--- config.mk ---
export PLATFORM = sky130hd
export DESIGN_NAME = epp_cycle_gate
export DESIGN_NICKNAME = d
export VERILOG_FILES = /design/src/rtl/epp_pkg.sv /design/src/rtl/epp_gate.sv /design/src/rtl/epp_regs.sv /design/src/rtl/epp_byte_seq.sv /design/src/rtl/epp_cycle_gate.sv
export SDC_FILE = /design/constraint.sdc
export NUM_CORES = 1
export LEC_CHECK = 0
export ABC_CLOCK_PERIOD_IN_PS = 3850
export CAP_MARGIN = 20
export CORE_ASPECT_RATIO = 1.4
export CORE_UTILIZATION = 35
export CTS_BUF_LIST = sky130_fd_sc_hd__clkbuf_8
export CTS_CLUSTER_SIZE = 12
export DETAILED_ROUTE_END_ITERATION = 7
export PLACE_DENSITY = 0.67
export REMOVE_ABC_BUFFERS = 1
export SLEW_MARGIN = 25
export SYNTH_ARGS = -nofsm -noshare
export SYNTH_HDL_FRONTEND = slang
export SYNTH_SLANG_ARGS = --single-unit
export TNS_END_PERCENT = 10
--- constraint.sdc ---
create_clock -name clk -period 3.85 [get_ports clk]
set_input_delay 0.385 -clock clk [delete_from_list [all_inputs] [get_ports clk]]
set_output_delay 0.385 -clock clk [all_outputs]
set_load 0.05 [all_outputs]
--- src/rtl/epp_pkg.sv ---
package epp_pkg;
  localparam logic [2:0] OFS_STATUS = 3'd1;
  localparam logic [2:0] OFS_CTRL   = 3'd2;
  localparam logic [2:0] OFS_EADDR  = 3'd3;
  localparam logic [2:0] OFS_EDATA  = 3'd4;

  // control bits that take part in the cycle gate: dir, sel, init, lf, strobe
  localparam logic [7:0] CTL_GATE_MASK = 8'h2F;
  localparam logic [7:0] CTL_WR_READY  = 8'h04;
  localparam logic [7:0] CTL_RD_READY  = 8'h24;
  localparam logic [7:0] CTL_FORCED    = 8'hC0;
  localparam logic [7:0] CTL_RESET     = 8'hCC;

  typedef enum logic [1:0] {
    SQ_IDLE,
    SQ_STROBE,
    SQ_GAP,
    SQ_DONE
  } sq_state_e;
endpackage

--- src/rtl/epp_gate.sv ---
module epp_gate
  import epp_pkg::*;
#(
  parameter int BYTES = 4,
  parameter int DW    = 8 * BYTES,
  parameter int NBW   = $clog2(BYTES + 1)
) (
  input  logic [7:0]     ctrl,
  input  logic           tmo,
  input  logic [7:0]     port_status,
  input  logic           we,
  input  logic [2:0]     addr,
  input  logic [1:0]     size,
  output logic           run,
  output logic           is_addr,
  output logic [NBW-1:0] nbytes,
  output logic [DW-1:0]  rd_mask,
  output logic [DW-1:0]  imm_data
);
  logic is_epp;
  logic ready;
  logic [7:0] stat_view;
  int unsigned cnt;

  always_comb begin
    is_epp  = (addr == OFS_EADDR) || (addr == OFS_EDATA);
    is_addr = (addr == OFS_EADDR);
    if (is_addr || !is_epp) begin
      cnt = 1;
    end else begin
      cnt = 32'd1 << size;
    end
    if (cnt > BYTES) begin
      cnt = BYTES;
    end
    nbytes = NBW'(cnt);
    for (int b = 0; b < BYTES; b++) begin
      rd_mask[8*b +: 8] = (b < cnt) ? 8'hFF : 8'h00;
    end
  end

  always_comb begin
    ready     = (ctrl & CTL_GATE_MASK) == (we ? CTL_WR_READY : CTL_RD_READY);
    run       = is_epp && ready;
    stat_view = (port_status & 8'hFE) | {7'b0, tmo};
    imm_data  = rd_mask;
    if (!we && addr == OFS_STATUS) begin
      imm_data = {{(DW-8){1'b0}}, stat_view};
    end else if (!we && addr == OFS_CTRL) begin
      imm_data = {{(DW-8){1'b0}}, ctrl};
    end
  end
endmodule

--- src/rtl/epp_regs.sv ---
module epp_regs
  import epp_pkg::*;
(
  input  logic       clk,
  input  logic       rst_n,
  input  logic       ctrl_wr,
  input  logic [7:0] ctrl_wdata,
  input  logic       tmo_set,
  input  logic       tmo_clr,
  output logic [7:0] ctrl,
  output logic       tmo
);
  logic [7:0] ctrl_d;
  logic       ctrl_en;
  logic       tmo_d;
  logic       tmo_en;

  always_comb begin
    ctrl_en = ctrl_wr;
    ctrl_d  = ctrl_wdata | CTL_FORCED;
    tmo_en  = tmo_set || tmo_clr;
    tmo_d   = tmo_set;
  end

  always_ff @(posedge clk or negedge rst_n) begin
    if (!rst_n) begin
      ctrl <= CTL_RESET;
      tmo  <= 1'b0;
    end else begin
      if (ctrl_en) ctrl <= ctrl_d;
      if (tmo_en)  tmo  <= tmo_d;
    end
  end
endmodule

--- src/rtl/epp_byte_seq.sv ---
module epp_byte_seq
  import epp_pkg::*;
#(
  parameter int BYTES = 4,
  parameter int DW    = 8 * BYTES,
  parameter int NBW   = $clog2(BYTES + 1),
  parameter int TW    = 8
) (
  input  logic           clk,
  input  logic           rst_n,
  input  logic           start_run,
  input  logic           start_imm,
  input  logic           is_write,
  input  logic           is_addr,
  input  logic [NBW-1:0] nbytes,
  input  logic [DW-1:0]  wdata,
  input  logic [TW-1:0]  limit,
  input  logic           port_wait,
  input  logic [7:0]     port_din,
  output logic [7:0]     port_dout,
  output logic           port_write,
  output logic           addr_strobe,
  output logic           data_strobe,
  output logic           busy,
  output logic           done,
  output logic           tmo_hit,
  output logic [DW-1:0]  rdata
);
  sq_state_e      state_q, state_d;
  logic [NBW-1:0] idx_q, idx_d;
  logic [NBW-1:0] nb_q, nb_d;
  logic [TW-1:0]  cnt_q, cnt_d;
  logic [DW-1:0]  wbuf_q, wbuf_d;
  logic [DW-1:0]  rbuf_q, rbuf_d;
  logic           wr_q, wr_d;
  logic           adr_q, adr_d;
  logic           load;

  always_comb begin
    state_d = state_q;
    idx_d   = idx_q;
    nb_d    = nb_q;
    cnt_d   = cnt_q;
    wbuf_d  = wbuf_q;
    rbuf_d  = rbuf_q;
    wr_d    = wr_q;
    adr_d   = adr_q;
    tmo_hit = 1'b0;
    load    = 1'b0;
    unique case (state_q)
      SQ_IDLE: begin
        if (start_run) begin
          load    = 1'b1;
          state_d = SQ_STROBE;
          idx_d   = '0;
          nb_d    = nbytes;
          cnt_d   = TW'(1);
          wbuf_d  = wdata;
          rbuf_d  = '1;
          wr_d    = is_write;
          adr_d   = is_addr;
        end else if (start_imm) begin
          state_d = SQ_DONE;
        end
      end
      SQ_STROBE: begin
        if (port_wait) begin
          if (!wr_q) begin
            for (int b = 0; b < BYTES; b++) begin
              if (NBW'(b) == idx_q) rbuf_d[8*b +: 8] = port_din;
            end
          end
          state_d = SQ_GAP;
        end else if (cnt_q >= limit) begin
          tmo_hit = 1'b1;
          state_d = SQ_DONE;
        end else begin
          cnt_d = cnt_q + TW'(1);
        end
      end
      SQ_GAP: begin
        if (idx_q == nb_q - NBW'(1)) begin
          state_d = SQ_DONE;
        end else begin
          idx_d   = idx_q + NBW'(1);
          cnt_d   = TW'(1);
          state_d = SQ_STROBE;
        end
      end
      SQ_DONE: state_d = SQ_IDLE;
      default: state_d = SQ_IDLE;
    endcase
  end

  always_ff @(posedge clk or negedge rst_n) begin
    if (!rst_n) begin
      state_q <= SQ_IDLE;
      idx_q   <= '0;
      nb_q    <= '0;
      cnt_q   <= '0;
      wbuf_q  <= '0;
      rbuf_q  <= '1;
      wr_q    <= 1'b0;
      adr_q   <= 1'b0;
    end else begin
      state_q <= state_d;
      idx_q   <= idx_d;
      cnt_q   <= cnt_d;
      rbuf_q  <= rbuf_d;
      if (load) begin
        nb_q   <= nb_d;
        wbuf_q <= wbuf_d;
        wr_q   <= wr_d;
        adr_q  <= adr_d;
      end
    end
  end

  always_comb begin
    busy        = (state_q != SQ_IDLE);
    done        = (state_q == SQ_DONE);
    addr_strobe = (state_q == SQ_STROBE) && adr_q;
    data_strobe = (state_q == SQ_STROBE) && !adr_q;
    port_write  = wr_q && ((state_q == SQ_STROBE) || (state_q == SQ_GAP));
    port_dout   = 8'(wbuf_q >> {idx_q, 3'b000});
    rdata       = rbuf_q;
  end
endmodule

--- src/rtl/epp_cycle_gate.sv ---
module epp_cycle_gate
  import epp_pkg::*;
#(
  parameter int BYTES = 4,
  parameter int TW    = 8,
  localparam int DW   = 8 * BYTES,
  localparam int NBW  = $clog2(BYTES + 1)
) (
  input  logic          clk,
  input  logic          rst_n,
  input  logic          host_req,
  input  logic          host_we,
  input  logic [2:0]    host_addr,
  input  logic [1:0]    host_size,
  input  logic [DW-1:0] host_wdata,
  output logic          host_busy,
  output logic          host_done,
  output logic [DW-1:0] host_rdata,
  input  logic [TW-1:0] tmo_limit,
  input  logic [7:0]    port_status,
  input  logic [7:0]    port_din,
  output logic [7:0]    port_dout,
  output logic          port_write,
  output logic          addr_strobe,
  output logic          data_strobe,
  input  logic          port_wait
);
  logic [1:0]     rst_pipe;
  logic           rst_ns;
  logic [7:0]     ctrl;
  logic           tmo;
  logic           run;
  logic           is_addr;
  logic [NBW-1:0] nbytes;
  logic [DW-1:0]  rd_mask;
  logic [DW-1:0]  imm_data;
  logic           accept;
  logic           start_run;
  logic           start_imm;
  logic           ctrl_wr;
  logic           tmo_clr;
  logic           tmo_hit;
  logic [DW-1:0]  seq_rdata;
  logic [DW-1:0]  imm_q;
  logic [DW-1:0]  mask_q;
  logic           from_seq_q;

  // asynchronous assertion, synchronous release
  always_ff @(posedge clk or negedge rst_n) begin
    if (!rst_n) rst_pipe <= 2'b00;
    else        rst_pipe <= {rst_pipe[0], 1'b1};
  end
  assign rst_ns = rst_pipe[1];

  epp_gate #(.BYTES(BYTES), .DW(DW), .NBW(NBW)) u_gate (
    .ctrl        (ctrl),
    .tmo         (tmo),
    .port_status (port_status),
    .we          (host_we),
    .addr        (host_addr),
    .size        (host_size),
    .run         (run),
    .is_addr     (is_addr),
    .nbytes      (nbytes),
    .rd_mask     (rd_mask),
    .imm_data    (imm_data)
  );

  always_comb begin
    accept    = host_req && !host_busy;
    start_run = accept && run;
    start_imm = accept && !run;
    ctrl_wr   = accept && host_we && (host_addr == OFS_CTRL);
    tmo_clr   = accept && host_we && (host_addr == OFS_STATUS) && host_wdata[0];
  end

  epp_regs u_regs (
    .clk        (clk),
    .rst_n      (rst_ns),
    .ctrl_wr    (ctrl_wr),
    .ctrl_wdata (host_wdata[7:0]),
    .tmo_set    (tmo_hit),
    .tmo_clr    (tmo_clr),
    .ctrl       (ctrl),
    .tmo        (tmo)
  );

  epp_byte_seq #(.BYTES(BYTES), .DW(DW), .NBW(NBW), .TW(TW)) u_seq (
    .clk         (clk),
    .rst_n       (rst_ns),
    .start_run   (start_run),
    .start_imm   (start_imm),
    .is_write    (host_we),
    .is_addr     (is_addr),
    .nbytes      (nbytes),
    .wdata       (host_wdata),
    .limit       (tmo_limit),
    .port_wait   (port_wait),
    .port_din    (port_din),
    .port_dout   (port_dout),
    .port_write  (port_write),
    .addr_strobe (addr_strobe),
    .data_strobe (data_strobe),
    .busy        (host_busy),
    .done        (host_done),
    .tmo_hit     (tmo_hit),
    .rdata       (seq_rdata)
  );

  always_ff @(posedge clk or negedge rst_ns) begin
    if (!rst_ns) begin
      imm_q      <= '1;
      mask_q     <= '1;
      from_seq_q <= 1'b0;
    end else if (accept) begin
      imm_q      <= imm_data;
      mask_q     <= rd_mask;
      from_seq_q <= run;
    end
  end

  assign host_rdata = from_seq_q ? (seq_rdata & mask_q) : imm_q;
endmodule

## After elaboration in Yosys (flattened, before gate mapping)

Index checks and enable logic that the tools add are counted.

- Input port bits: 66
- Output and inout port bits: 45
- Bits in registers: 156

- Add/sub/neg operators: 3
- Bitwise operators: 2
- Magnitude comparators: 6
- Reduce and logical (&&, ||, !) cells: 36
- Equal/unequal tests: 24
- Muxes and demuxes: 37
- Shift-type cells: 2

Operators by type and width:

| kind | number |
|---|---|
| 2-to-1 mux 32 bit | 8 |
| 2-to-1 mux 8 bit | 12 |
| < comparator 1 x 32 -> 1 bit (first input constant) | 2 |
| < comparator 2 x 32 -> 1 bit (first input constant) | 2 |
| case mux 32 bit (2 select lines) | 1 |
| AND 32 bit | 1 |
| > comparator 32 x 3 -> 1 bit (second input constant) | 1 |
| left shift 1 x 2 -> 32 bit (first input constant) | 1 |
| right shift 32 x 6 -> 8 bit | 1 |
| AND reduction 5 bit | 5 |
| case mux 8 bit (3 select lines) | 1 |
| logical AND 1 bit | 13 |
| inequality test 2 bit (second input constant) | 6 |
| 2-to-1 mux 2 bit | 5 |
| adder 8 x 1 -> 8 bit (second input constant) | 1 |
| equality test 6 x 8 -> 1 bit | 1 |
| greater-or-equal comparator 8 bit | 1 |
| inequality test 2 x 1 -> 1 bit (second input constant) | 4 |
| bitwise OR 8 x 1 -> 8 bit | 1 |
| case mux 2 bit (4 select lines) | 1 |
| equality test 2 x 3 -> 1 bit (first input constant) | 2 |
| equality test 3 x 2 -> 1 bit (second input constant) | 2 |
| 2-to-1 mux 3 bit | 2 |
| 2-to-1 mux 6 bit | 1 |
| 20 further kinds | 35 |

## Logic depth before layout (Yosys ltp)

- Depth in word-level cells: 11
- Mapped depth: 11
- Depth with buffers taken out: 8

## Cells and area by module

A second synthesis with hierarchy kept.

- Cells, all modules: 709
- Area, all modules: 8131.5 sq um

Modules (own cells, without submodules):

| module | cells each | times used | area an instance (sq um) |
|---|---|---|---|
| epp_byte_seq | 348 | 1 | 3940.0 |
| epp_cycle_gate | 250 | 1 | 3175.5 |
| epp_gate | 92 | 1 | 706.9 |
| epp_regs | 19 | 1 | 309.0 |

## Least setup slack after synthesis

No wires, ideal clock.

- Path type: reg2reg
- Start point: register u_seq.cnt_q[0]
- End point: register u_seq.cnt_q[0]
- Period minus slack after synthesis: 2.362 ns
- Data arrival time: 2.237 ns
- Setup slack: 1.488 ns
- Cell stages (with the launch flop): 9
- Path through: dfrtp_1 > inv_1 > ha_1 > nand2b_4 > a2111oi_4 > nor3_1 > o41a_1 > nor3_1 > mux2_2

- Word-level cells in the longest chain between the ends: 4

Ends and longest elaborated chain:

| item | line | text |
|---|---|---|
| from (decl) | epp_byte_seq.sv:32 | `logic [TW-1:0] cnt_q, cnt_d;` |
| from (signal assigned) | epp_byte_seq.sv:108 | `cnt_q <= cnt_d;` |
| adder 8 x 1 -> 8 bit | epp_byte_seq.sv:78 | `cnt_d = cnt_q + TW'(1);` |
| 2-to-1 mux 8 bit | epp_byte_seq.sv:74 | `end else if (cnt_q >= limit) begin` |
| 2-to-1 mux 8 bit | epp_byte_seq.sv:67 | `if (port_wait) begin` |
| case mux 8 bit (3 select lines) | epp_byte_seq.sv:50 | `unique case (state_q)` |

Parallel ways exist; a longest one is shown, timed or not. The select of a mux whose other input is x is not followed.
A chain may end at the register's enable or synchronous reset.

## Worst setup path in the final report

- Start point: register u_seq.idx_q[0]
- End point: output port_dout[3]

- Word-level cells in the longest chain between the ends: 1

Ends and longest elaborated chain:

| item | line | text |
|---|---|---|
| from (decl) | epp_byte_seq.sv:30 | `logic [NBW-1:0] idx_q, idx_d;` |
| from (signal assigned) | epp_byte_seq.sv:107 | `idx_q <= idx_d;` |
| right shift 32 x 6 -> 8 bit | epp_byte_seq.sv:125 | `port_dout = 8'(wbuf_q >> {idx_q, 3'b000});` |
| to (decl) | epp_cycle_gate.sv:22 | `output logic [7:0] port_dout,` |

No other way between the ends.

==> summary.md <==
| Metric | Value |
|---|---|
| Synth Area per Inst | `between 10 and 15 um2` |
| CTS tree | `done` |
| Fin Clk Skew | `between 0.01 and 0.015 ns` |
| Data required, critical path | `about 3.5 ns` |
| Antenna diode count | `0` |
| Synth unique cells | `50` |
| Startpoint Class | `register` |
| H-tree depth | `3` |
| Die area | `around 0.016 mm2` |
| Worst setup margin | `slightly below 0.8 ns` |
| Initial antenna violation count | `0` |
| Clk root buf | `clkbuf_8` |
| Dpl cells | `771` |
| Maximum VDD drop | `0.300 mV` |
| Initial DRC Count | `roughly 120` |
| Clock Latency Late Sink | `~0.37 ns` |
| FP Rows | `between 50 and 60` |
| Post-route ant nets | `0` |
| Postcts setup bufs | `0` |
| Post-Syn Area | `roughly 0.0054 mm2` |
| P&R area growth vs syn | `27.0%` |
| Gate Count Post-Synth | `a little under 500` |
| Pin count of the biggest net entering global routing | `80` |
| RR Startpoint | `u_seq.state_q[0]` |
| Worst min path class | `in2async` |
| Pre-CTS WS | `0.805 ns` |
| Status | `finished, final reports clean` |
| DR WL/cell | `around 16 um` |
| Setup tns final | `0 ns` |
| Crit Path Max Fanout | `14` |
| Seq/Total Area, Yosys | `between 50% and 60%` |
| Final period utilization | `80.0%` |
| Commonest non-fill, non-tap cell in the layout | `clkdlybuf4s50_1` |
| PD cells | `628 mW/mm2` |
| Vias | `~4000` |
| Sink Count | `107` |
| Worst-Margin Slew | `0.786 ns` |
| Die width | `107 um` |
| Internal reg-to-reg setup slack | `~1.1 ns` |
| Post-synth ARST share | `100%` |
| Commonest cells after routing, fill and taps aside | `clkdlybuf4s50_1 (109), dfrtp_1 (57), dfstp_2 (49), nor2_1 (42), mux2_2 (42)` |
| Fmax | `325 MHz` |
| Final wirelength | `around 12000 um` |
| Non-Filler Instances | `788` |
| Nets@finish | `676` |
| Layout cells sized above 1 | `21.3%` |
| CTS Buffer Depth | `2` |
| Buffers on Ports | `between 100 and 150` |
| Num CTS Buffers | `9` |
| Leak | `between 3 and 4 nW` |
| Type of the worst setup path | `reg2out` |
| Critical path origin | `u_seq.idx_q[0]` |
| Setup violations, final | `0` |
| CTS-repair resized insts | `0` |
| WP data arrival | `2.69 ns` |
| Ys Warns | `0` |
| Top-Level Pins | `roughly 110` |
| # DRC | `0` |
| HPWL after DPL | `between 9000 and 10000 um` |
| Final Critical Period | `just over 3 ns` |
| Clock-pin slew on the worst setup and hold paths | `0.10 ns` |
| CORE AREA | `approximately 0.015 mm2` |
| Initial core utilization | `between 30% and 40%` |
| RSZ-0062 raised after global routing | `false` |
| Total Routing Usage GR | `around 16%` |
| GP Congestion | `0.760` |
| Main synth FF type | `dfrtp_1` |
| First-pass GRT wire length | `about 20000 um` |
| Max Transition Viols Final | `0` |
| Element type at the critical path end | `primary output` |
| Vias per Instance | `about 5.0` |
| Register bit total from synthesis | `around 110` |
| Post-CTS Hold Buffers | `0` |
| Number of synthesized flops with an enable pin | `0` |
| Vias in the first global route | `4071` |
| Final Hold Vio Count | `0` |
| Grt total ovfl | `0` |
| Max_slew headroom | `between 40% and 50%` |
| Pre-Repair DR Iteration Count | `4` |
| Die Y-Extent | `around 150 um` |
| Max cap viols | `0` |
==> cells in the mapped netlist, types with 8 or more instances <==
cell / count / area, um2
a21o_1: 31 / 233
a21oi_1: 39 / 195
and2_1: 15 / 93.8
clkbuf_1: 13 / 48.8
dfrtp_1: 58 / 1450
dfstp_2: 49 / 1290
ha_1: 19 / 238
inv_1: 26 / 97.6
mux2_2: 42 / 473
mux4_2: 8 / 180
nand2_1: 32 / 120
nor2_1: 42 / 158
nor2b_1: 14 / 87.6
o21ai_0: 25 / 125
==> registers in the layout, summed over array words and instances, names as in the netlist, 3 cells and up <==
name,count
imm_q,11
mask_q,4
u_regs.ctrl,6
u_seq.cnt_q,8
u_seq.idx_q,3
u_seq.nb_q,3
u_seq.rdata,32
u_seq.wbuf_q,32
==> final timing paths <==
path | endpoint | depth (start not counted)
worst max-delay path | port_dout[3] | 3
worst min-delay path | rst_pipe[1] | 1
worst max register to register | u_seq.cnt_q[7] | 8
worst min register to register | u_seq.cnt_q[7] | 0
max in group asynchronous | imm_q[2] | 1
min in group clk | rst_pipe[1] | 0
==> final cells by class <==
type                            count  area [um2]
Tap cell                          192         240
Multi-Input combinational cell    334        2480
Clock inverter                      7        61.3
Inverter                           26        97.6
Clock buffer                        9         124
Timing Repair Buffer              113        1130
Fill cell                        1418        8170
Sequential cell                   107        2740
==> metrics by stage <==
| stage | total power, mW | hold slack, ns | cell area, um2 | utilization (%) |
|---|---|---|---|---|
| 2_1_floorplan | 3.06 | 0.0894 | 5320 | - |
| 3_3_place_gp | 3.64 | 0.339 | 6680 | 44.4 |
| 3_5_place_dp | 3.70 | 0.343 | 6680 | 44.4 |
| 4_1_cts | 4.37 | 0.134 | 6860 | 45.6 |
| 5_1_grt | 4.59 | 0.131 | 6880 | 45.7 |
| 6_report | 4.32 | 0.151 | 6880 | 45.7 |
==> cell families (layout without fill, tap and decap cells) <==
kind of cell	after synthesis	in the layout	synth area share (%)
flip-flops	107	107	50.5
XOR/XNOR	5	5	1.06
multiplexers	56	56	13.2
other	1	1	0.0692
buffers and inverters	50	155	3.67
AND/OR/NAND/NOR	134	134	12.4
AO/OA/AOI/OAI	119	119	14.7
adder cells (fa/ha/maj)	19	19	4.39
==> critical path, cell delays in order, from the launching register on <==
cell,delay [ns]
dfrtp_1,0.86
mux4_2,0.59
and2_1,0.17
clkdlybuf4s50_1,0.71
==> routing by layer <==
layer | routed length, um | track usage, %
met3 | 486 | 2.71
met2 | 6630 | 29.6
met4 | 330 | 6.71
met1 | 4980 | 18.7
met5 | 0 | 0
==> where the power goes <==
part	internal (mW)	total [mW]	switching (mW)	leakage, nW
clock	0.295	0.655	0.360	0.107
combinational	0.758	2.02	1.26	1.82
sequential	1.46	1.65	0.194	1.30
Note: power is estimated with default switching activity, not from simulation.
